<file path="config.mk">
export PLATFORM = sky130hd
export DESIGN_NAME = sd_card_clkgen
export DESIGN_NICKNAME = d
export VERILOG_FILES = /design/src/rtl/sdclk_pkg.sv /design/src/rtl/sdclk_ratio_dec.sv /design/src/rtl/sdclk_ctl_reg.sv /design/src/rtl/sdclk_divider.sv /design/src/rtl/sd_card_clkgen.sv
export SDC_FILE = /design/constraint.sdc
export NUM_CORES = 1
export LEC_CHECK = 0
export ABC_AREA = 1
export BUFFER_PORTS_ARGS = -buffer_cell sky130_fd_sc_hd__buf_2
export CAP_MARGIN = 20
export CORE_ASPECT_RATIO = 1.5
export CORE_UTILIZATION = 25
export CTS_BUF_LIST = sky130_fd_sc_hd__clkbuf_8
export DETAILED_ROUTE_END_ITERATION = 8
export HOLD_SLACK_MARGIN = 0.08
export PLACE_DENSITY = 0.42
export SYNTH_ARGS = -nofsm -noshare
export SYNTH_HDL_FRONTEND = slang
export SYNTH_SLANG_ARGS = --single-unit
</file>
<file path="constraint.sdc">
create_clock -name clk -period 4.18 [get_ports clk]
set_input_delay 0.836 -clock clk [delete_from_list [all_inputs] [get_ports clk]]
set_output_delay 0.836 -clock clk [all_outputs]
set_load 0.05 [all_outputs]
</file>
<file path="src/rtl/sdclk_pkg.sv">
package sdclk_pkg;
  localparam int SEL_W = 8;

  typedef struct packed {
    logic             div1024;
    logic [4:0]       rsvd;
    logic             bypass;
    logic             auto_idle;
    logic             run;
    logic [SEL_W-1:0] sel;
  } ctl_t;

  localparam int CTL_W = $bits(ctl_t);
  localparam int EXP_MAX = SEL_W + 2;
  localparam int EXP_W = $clog2(EXP_MAX + 1);
endpackage

</file>
<file path="src/rtl/sdclk_ratio_dec.sv">
module sdclk_ratio_dec
  import sdclk_pkg::*;
#(
  parameter int SEL_BITS = SEL_W,
  localparam int EW = $clog2(SEL_BITS + 3)
) (
  input  ctl_t          ctl,
  output logic [EW-1:0] ratio_exp
);
  logic [EW-1:0] byte_exp;

  always_comb begin
    byte_exp = EW'(1);
    for (int i = 0; i < SEL_BITS; i++) begin
      if (ctl.sel[i]) byte_exp = EW'(i + 2);
    end
    if (ctl.bypass)       ratio_exp = '0;
    else if (ctl.div1024) ratio_exp = EW'(SEL_BITS + 2);
    else                  ratio_exp = byte_exp;
  end
endmodule

</file>
<file path="src/rtl/sdclk_ctl_reg.sv">
module sdclk_ctl_reg
  import sdclk_pkg::*;
#(
  parameter int SEL_BITS = SEL_W,
  localparam int EW = $clog2(SEL_BITS + 3)
) (
  input  logic             clk,
  input  logic             rst,
  input  logic             we,
  input  logic [CTL_W-1:0] wdata,
  input  logic             gate_on,
  output ctl_t             ctl_q,
  output logic [EW-1:0]    ratio_q
);
  logic [EW-1:0] ratio_nxt;
  logic          unused_rsvd;

  assign unused_rsvd = ^ctl_q.rsvd;

  sdclk_ratio_dec #(.SEL_BITS(SEL_BITS)) u_dec (
    .ctl       (ctl_q),
    .ratio_exp (ratio_nxt)
  );

  always_ff @(posedge clk) begin
    if (rst) begin
      ctl_q   <= '0;
      ratio_q <= EW'(1);
    end else begin
      if (we) ctl_q <= ctl_t'(wdata);
      if (!ctl_q.run && !gate_on) ratio_q <= ratio_nxt;
    end
  end

  a_r6_ratio_frozen: assert property (@(posedge clk) disable iff (rst)
    ($past(gate_on) || $past(ctl_q.run)) |-> $stable(ratio_q));

  a_r3_bypass_wins: assert property (@(posedge clk) disable iff (rst)
    (!ctl_q.run && !gate_on && ctl_q.bypass) |=> (ratio_q == '0));

  a_r4_div1024_over_byte: assert property (@(posedge clk) disable iff (rst)
    (!ctl_q.run && !gate_on && !ctl_q.bypass && ctl_q.div1024)
      |=> (ratio_q == EW'(SEL_BITS + 2)));
endmodule

</file>
<file path="src/rtl/sdclk_divider.sv">
module sdclk_divider
  import sdclk_pkg::*;
#(
  parameter int SEL_BITS = SEL_W,
  localparam int EW = $clog2(SEL_BITS + 3),
  localparam int HALF_W = SEL_BITS + 1
) (
  input  logic          clk,
  input  logic          rst,
  input  logic          want_on,
  input  logic [EW-1:0] ratio,
  output logic          gate_q,
  output logic          div_q
);
  logic [HALF_W:0]   half_full;
  logic [HALF_W-1:0] half_m1;
  logic [HALF_W-1:0] cnt_q;

  always_comb begin
    half_full = (HALF_W+1)'(1);
    if (ratio != '0) half_full = (HALF_W+1)'(1) << (ratio - EW'(1));
    half_m1 = HALF_W'(half_full - (HALF_W+1)'(1));
  end

  always_ff @(posedge clk) begin
    if (rst) begin
      gate_q <= 1'b0;
      div_q  <= 1'b0;
      cnt_q  <= '0;
    end else if (!gate_q) begin
      div_q <= 1'b0;
      cnt_q <= '0;
      if (want_on) gate_q <= 1'b1;
    end else if (!want_on && !div_q) begin
      gate_q <= 1'b0;
      cnt_q  <= '0;
    end else if (ratio == '0) begin
      cnt_q <= '0;
    end else if (cnt_q == half_m1) begin
      cnt_q <= '0;
      div_q <= ~div_q;
    end else begin
      cnt_q <= cnt_q + HALF_W'(1);
    end
  end

  a_r10_reset_low: assert property (@(posedge clk)
    rst |=> (!div_q && !gate_q));

  a_r9_stop_in_low: assert property (@(posedge clk) disable iff (rst)
    $fell(gate_q) |-> !$past(div_q));

  a_r5_rise_needs_gate: assert property (@(posedge clk) disable iff (rst)
    $rose(div_q) |-> $past(gate_q));

  a_r7_fresh_start: assert property (@(posedge clk) disable iff (rst)
    $rose(gate_q) |-> (!div_q && cnt_q == '0));
endmodule

</file>
<file path="src/rtl/sd_card_clkgen.sv">
module sd_card_clkgen
  import sdclk_pkg::*;
#(
  parameter int SEL_BITS = SEL_W,
  localparam int EW = $clog2(SEL_BITS + 3)
) (
  input  logic             clk,
  input  logic             rst,
  input  logic             ctl_we,
  input  logic [CTL_W-1:0] ctl_wdata,
  input  logic             bus_busy,
  output logic             card_clk
);
  ctl_t          ctl_q;
  logic [EW-1:0] ratio_q;
  logic          gate_q;
  logic          div_q;
  logic          want_on;
  logic          thru_en_q;

  assign want_on = ctl_q.run && !(ctl_q.auto_idle && !bus_busy);

  sdclk_ctl_reg #(.SEL_BITS(SEL_BITS)) u_ctl (
    .clk     (clk),
    .rst     (rst),
    .we      (ctl_we),
    .wdata   (ctl_wdata),
    .gate_on (gate_q),
    .ctl_q   (ctl_q),
    .ratio_q (ratio_q)
  );

  sdclk_divider #(.SEL_BITS(SEL_BITS)) u_div (
    .clk     (clk),
    .rst     (rst),
    .want_on (want_on),
    .ratio   (ratio_q),
    .gate_q  (gate_q),
    .div_q   (div_q)
  );

  // Pass-through enable changes only while clk is low.
  always_ff @(negedge clk) begin
    if (rst) thru_en_q <= 1'b0;
    else     thru_en_q <= gate_q && (ratio_q == '0);
  end

  assign card_clk = (ratio_q == '0) ? (clk & thru_en_q) : div_q;

  a_r8_idle_stops: assert property (@(posedge clk) disable iff (rst)
    (gate_q && !div_q && ctl_q.auto_idle && !bus_busy) |=> !gate_q);

  a_r5_run_clear_stops: assert property (@(posedge clk) disable iff (rst)
    (gate_q && !div_q && !ctl_q.run) |=> !gate_q);
endmodule

</file>
==> impl_metrics.sql, run 1 <==
INSERT INTO impl_metrics (metric_group, metric, value, unit) VALUES
('status', 'result_of_the_run', 'finished, final reports clean', ''),
('route', 'remaining_drc_errors', '0', ''),
('grt', 'grt_start_max_net_pins', '20', ''),
('route', 'antenna_left', '0', ''),
('place', 'port_buffers', '16', ''),
('timing', 'grt_setup_unrepaired', 'false', ''),
('worst_setup_path', 'worstPathArrival', '3220', 'ps'),
('logic_synthesis', 'yosys_register_bits', '28', ''),
('timing', 'timing.max_slew.rel_slack', '0.669', ''),
('worst_setup_path', 'critical-path-slowest-cell', 'dfxtp_1', ''),
('die', 'num_rows', '34', ''),
('place', 'place_inst', '315', ''),
('worst_setup_path', 'max_stage_delay', '300', 'ps'),
('worst_setup_path', 'critPathKind', 'reg -> out', ''),
('route', 'route.layer.met1.wl', '1390', 'um'),
('die', 'die_width', '66.0', 'um'),
('worst_setup_path', 'crit_required', '3340', 'ps'),
('clock_tree', 'clkTransAtPathRegs', '90', 'ps'),
('route', 'met3_length', '82', 'um'),
('worst_setup_path', 'path_max_fanout', '1', ''),
('grt', 'grt_first_pass_wirelength', '6130', 'um'),
('finish', 'fin_nets', '274', ''),
('finish', 'area_delta_synth_final', '16.0', '%'),
('die', 'design.portCount', '22', ''),
('timing', 'report.final.hold_viol_count', '0', ''),
('timing', 'finalSetupViolations', '0', ''),
('logic_synthesis', 'synth_seq_area_share', '0.365', ''),
('logic_synthesis', 'yosys_warns', '0', ''),
('worst_setup_path', 'critPathLaunchType', 'register', ''),
('finish', 'multi_input_gate_area', '822', 'sq um'),
('route', 'wl_per_cell', '10.5', 'um'),
('route', 'uppermost_signal_routing_layer_after_detailed_routing', 'met4', ''),
('route', 'met2_length', '1760', 'um'),
('die', 'floorplan.initialDensity', '0.262', ''),
('route', 'route.vias.total', '1410', ''),
('timing', 'timing_worst_slew_pin_value', '494', 'ps'),
('die', 'floorplan.core_area', '5870', 'sq um'),
('logic_synthesis', 'synthesis.area', '1540', 'sq um'),
('grt', 'global_route.usage.total', '0.123', ''),
('finish', 'layout_common_cells', '56 x nand2_1, 36 x inv_1, 29 x nor2_1, 28 x dfxtp_1, 19 x nand3_1', ''),
('timing', 'final_max_slew_viol_count', '0', ''),
('finish', 'fillers', '664', ''),
('die', 'design.die.area', '6470', 'sq um'),
('clock_tree', 'post_cts_hold_buffer_count', '0', ''),
('power_and_ir_drop', 'power_density', '366', 'nW/um^2'),
('grt', 'grt_overflow', '0', ''),
('place', 'hpwl', '2690', 'um'),
('clock_tree', 'cts_setup_buffers', '0', ''),
('clock_tree', 'insertion_delay', '450', 'ps'),
('timing', 'fin_worst_skew', '77.7', 'ps'),
('finish', 'drive_gt1_frac', '0.156', ''),
('logic_synthesis', 'synthesis.nets', '253', ''),
('finish', 'sequential_cell_area', '561', 'sq um'),
('power_and_ir_drop', 'max-vdd-ir-drop', '175', 'uV'),
('place', 'gp_congestion', '0.729', ''),
('flow_run', 'max_cap_viol_count', '0', ''),
('hold_path', 'min_path_type', 'reg -> reg', ''),
('logic_synthesis', 'synth.avg_cell_area', '6.68', 'sq um'),
('clock_tree', 'tritoncts', 'built', ''),
('finish', 'finish.cell_count_without_fillers', '322', ''),
('grt', 'first_global_vias', '1448', ''),
('route', 'route.final.wire_length', '3380', 'um'),
('worst_setup_path', 'worstPathCellList', 'a31o_2, buf_2', ''),
('timing', 'totalNegativeSetupSlack', '0', 'ps'),
('die', 'die_span_in_y', '98.0', 'um'),
('finish', 'layout.cells.most_common', 'nand2_1', ''),
('logic_synthesis', 'post_synth_num_cell_types', '27', ''),
('route', 'post_drt_via_cell_ratio', '4.38', ''),
('grt', 'antenna_violations_before_repair', '0', ''),
('route', 'drt_iter0_drc', '41', ''),
('finish', 'antenna_cells', '0', ''),
('clock_tree', 'ctsResizeCount', '0', ''),
('power_and_ir_drop', 'leakage', '0.776', 'nW'),
('route', 'firstDrtPassIters', '4', ''),
('worst_setup_path', 'critical_path.endpoint_type', 'output pin', ''),
('logic_synthesis', 'synthCells', '230', '');
final cells by class:
type	count	area share
multi-input combinational	161	0.461
clock buffer	7	0.0492
timing repair buffer	15	0.0421
clock inverter	2	0.00421
tap	72	0.0506
sequential	28	0.315
inverter	37	0.0779
routing by layer:
metal,track usage,up-vias
li1,-,766
met1,0.129,603
met4,0.0835,0
met5,0,-
met3,0.0269,13
met2,0.213,28
worst max-delay path: cells and delay by family (launching register included):
family / cells / cell delay (ps)
flops: 1 / 300
buf+inv: 1 / 250
compound gates: 1 / 130
sequential cells by signal, indices dropped and copies added, names as in the netlist:
register and count:
u_ctl.ratio_q 4, u_div.div_q 1, u_div.cnt_q 9, thru_en_q 1, u_div.gate_q 1, u_ctl.ctl_q 12
cell usage after synthesis:
library cell  number  share of area
a211oi_1           7          0.034
a21oi_1           13          0.042
a31o_2             1         0.0057
buf_1              1         0.0024
clkbuf_1           2         0.0049
clkinv_1           1         0.0024
dfxtp_1           28           0.36
ha_1               2          0.016
inv_1             35          0.086
inv_2              2         0.0049
nand2_1           56           0.14
nand2_2            4          0.016
nand3_1           19          0.062
nand3_2            2          0.013
nand3_4            1          0.011
nand4_1            1         0.0041
nor2_1            29          0.071
nor2_2             4          0.016
nor2_4             3          0.022
nor3_1             4          0.013
o211ai_1           1         0.0049
o21ai_0            4          0.013
o21ai_1            1         0.0033
o22ai_1            1         0.0041
o311ai_0           1         0.0057
xnor2_1            1         0.0057
xor2_1             6          0.034
cell families (layout without fill, tap and decap cells):
group	Yosys count	after routing	synth area share
AO/OA/AOI/OAI	29	29	0.113
adder cells (fa/ha/maj)	2	2	0.0163
XOR/XNOR	7	7	0.0399
AND/OR/NAND/NOR	123	123	0.366
buffers and inverters	41	61	0.100
flip-flops	28	28	0.365
path summary, 6_finish.rpt:
| check | slack [ps] | to | startpoint | cells after the start |
|---|---|---|---|---|
| worst max-delay path | 120 | card_clk | thru_en_q | 2 |
| worst min-delay path | 470 | u_ctl.ctl_q[10] | u_ctl.ctl_q[10] | 2 |
| worst max register to register | 1160 | thru_en_q | u_ctl.ratio_q[3] | 3 |
| worst min register to register | 470 | u_ctl.ctl_q[10] | u_ctl.ctl_q[10] | 2 |
report_power, final:
| part | internal, mW | leakage, nW | switching, mW |
|---|---|---|---|
| sequential | 0.279 | 0.229 | 0.0112 |
| clock | 0.128 | 0.0629 | 0.0986 |
| combinational | 0.0479 | 0.483 | 0.0872 |
| total | 0.455 | 0.776 | 0.197 |
stage by stage:
step           power, mW  instance area, sq um  hold slack (ps)  setup slack, ps  utilization
2_1_floorplan      0.403                  1540              441              581            -
3_3_place_gp       0.437                  1700              454              435        0.289
3_5_place_dp       0.437                  1700              458              407        0.289
4_1_cts            0.668                  1780              473             97.0        0.303
5_1_grt            0.703                  1780              496             64.1        0.303
6_report           0.652                  1780              468              122        0.303
Power figures use the tool's default switching activity.
==> inputs of run 2 (changes only) <==
--- a/config.mk
+++ b/config.mk
@@ -13,6 +13,7 @@
 export CTS_BUF_LIST = sky130_fd_sc_hd__clkbuf_8
 export DETAILED_ROUTE_END_ITERATION = 8
 export HOLD_SLACK_MARGIN = 0.08
+export MAX_ROUTING_LAYER = met4
 export PLACE_DENSITY = 0.42
 export SYNTH_ARGS = -nofsm -noshare
 export SYNTH_HDL_FRONTEND = slang
==> impl_metrics.sql, run 2 (same netlist as run 1, synthesis figures left out) <==
INSERT INTO impl_metrics (metric_group, metric, value, unit) VALUES
('worst_setup_path', 'critPathLaunchType', 'register', ''),
('timing', 'finalSetupViolations', '0', ''),
('worst_setup_path', 'path_max_fanout', '1', ''),
('clock_tree', 'post_cts_hold_buffer_count', '0', ''),
('hold_path', 'whs_path_depth', '2', ''),
('finish', 'finish.cell_count_without_fillers', '322', ''),
('hold_path', 'worstHoldEndpoint', 'u_ctl.ctl_q[10]', ''),
('finish', 'max_flop_register', 'u_ctl.ctl_q', ''),
('place', 'gp_congestion', '0.738', ''),
('power_and_ir_drop', 'power_density', '366', 'nW/um^2'),
('finish', 'fin_nets', '274', ''),
('grt', 'grt_overflow', '0', ''),
('worst_setup_path', 'max_stage_delay', '300', 'ps'),
('finish', 'largest_register_ffs', '12', ''),
('power_and_ir_drop', 'leakage', '0.776', 'nW'),
('worst_setup_path', 'worstPathCellList', 'a31o_2, buf_2', ''),
('timing', 'totalNegativeSetupSlack', '0', 'ps'),
('worst_setup_path', 'critical_path.endpoint_type', 'output pin', ''),
('timing', 'fin_worst_skew', '77.6', 'ps'),
('route', 'route.vias.total', '1394', ''),
('worst_setup_path', 'critical-path-slowest-cell', 'dfxtp_1', ''),
('clock_tree', 'insertion_delay', '450', 'ps'),
('finish', 'area_delta_synth_final', '16.0', '%'),
('place', 'pre_cts_slack', '407', 'ps'),
('worst_setup_path', 'r2r-end', 'thru_en_q', ''),
('timing', 'grt_setup_unrepaired', 'false', ''),
('worst_setup_path', 'worst-r2r-cell-count', '3', ''),
('finish', 'drive_gt1_frac', '0.156', ''),
('grt', 'grt_first_pass_wirelength', '6120', 'um'),
('die', 'floorplan.core_area', '5870', 'sq um'),
('route', 'remaining_drc_errors', '0', ''),
('finish', 'layout.cells.most_common', 'nand2_1', ''),
('grt', 'first_global_vias', '1446', ''),
('place', 'hpwl', '2690', 'um'),
('route', 'wl_per_cell', '10.5', 'um'),
('clock_tree', 'ctsResizeCount', '0', ''),
('worst_setup_path', 'critPathKind', 'reg -> out', ''),
('timing', 'timing.max_slew.rel_slack', '0.669', ''),
('timing', 'final_max_slew_viol_count', '0', ''),
('power_and_ir_drop', 'max-vdd-ir-drop', '175', 'uV'),
('status', 'result_of_the_run', 'finished, final reports clean', ''),
('place', 'detailed_place.area', '1700', 'sq um'),
('power_and_ir_drop', 'total_power_consumption', '0.652', 'mW'),
('die', 'die_width', '66.0', 'um'),
('timing', 'timing_worst_slew_pin_value', '493', 'ps'),
('finish', 'largestRegisters', 'u_ctl.ctl_q: 12 flops, u_div.cnt_q: 9 flops, u_ctl.ratio_q: 4 flops', ''),
('finish', 'final_core_util', '0.303', ''),
('finish', 'antenna_cells', '0', ''),
('clock_tree', 'cts_setup_buffers', '0', ''),
('clock_tree', 'tritoncts', 'built', ''),
('worst_setup_path', 'setup.reg_to_reg.worst_slack', '1170', 'ps'),
('flow_run', 'max_cap_viol_count', '0', ''),
('die', 'num_rows', '34', ''),
('worst_setup_path', 'worstPathArrival', '3220', 'ps'),
('die', 'design.die.area', '6470', 'sq um'),
('grt', 'global_route.usage.total', '0.127', ''),
('timing', 'fin_hold_ws', '469', 'ps'),
('timing', 'worst_setup_slack_final', '121', 'ps'),
('finish', 'fillers', '664', ''),
('die', 'design.portCount', '22', ''),
('timing', 'report.final.hold_viol_count', '0', ''),
('place', 'place_inst', '315', ''),
('die', 'die_span_in_y', '98.0', 'um'),
('worst_setup_path', 'reg2reg_from', 'u_ctl.ratio_q[3]', ''),
('die', 'floorplan.initialDensity', '0.262', ''),
('route', 'firstDrtPassIters', '4', ''),
('clock_tree', 'clkTransAtPathRegs', '90', 'ps'),
('hold_path', 'hold_start', 'u_ctl.ctl_q[10]', ''),
('grt', 'grt_start_max_net_pins', '20', ''),
('grt', 'antenna_violations_before_repair', '0', ''),
('hold_path', 'min_path_type', 'reg -> reg', ''),
('place', 'port_buffers', '16', ''),
('route', 'antenna_left', '0', ''),
('route', 'route.final.wire_length', '3370', 'um'),
('route', 'drt_iter0_drc', '35', ''),
('finish', 'layout_common_cells', '56 x nand2_1, 36 x inv_1, 29 x nor2_1, 28 x dfxtp_1, 19 x nand3_1', ''),
('route', 'post_drt_via_cell_ratio', '4.33', ''),
('worst_setup_path', 'crit_required', '3340', 'ps'),
('finish', 'finalInstanceArea', '1780', 'sq um');
run 2: worst max-delay path by stage:
stage,startpoint,end,slack [ps]
6_report,thru_en_q,card_clk,120
5_1_grt,thru_en_q,card_clk,60
4_1_cts,thru_en_q,card_clk,100
3_5_place_dp,rst,thru_en_q,410
3_3_place_gp,rst,thru_en_q,440
2_1_floorplan,rst,thru_en_q,580
run 2: layout make-up:
class	instances	area (sq um)	area share
timing repair buffer	15	75.1	0.0421
tap	72	90.1	0.0506
clock inverter	2	7.51	0.00421
sequential	28	561	0.315
clock buffer	7	87.6	0.0492
inverter	37	139	0.0779
multi-input combinational	161	822	0.461
run 2: routing by layer:
layer | routed length, um | global-route usage | up-vias
met5 | 0 | - | -
met4 | 140 | 0.0835 | 0
met3 | 72 | 0.0269 | 12
met2 | 1770 | 0.213 | 26
met1 | 1390 | 0.128 | 589
li1 | - | - | 767
run 2: worst max-delay path: cells and delay by family, from the launching register on:
kind / cells / cell delay, ps
buffers and inverters: 1 / 250
AOI/OAI and AO/OA: 1 / 130
DFF: 1 / 300
run 2: report_power, final:
group	switching (mW)	leakage, nW	internal (mW)
Sequential	0.0111	0.229	0.279
Clock	0.0992	0.0629	0.128
Combinational	0.0870	0.483	0.0478
Total	0.197	0.776	0.455
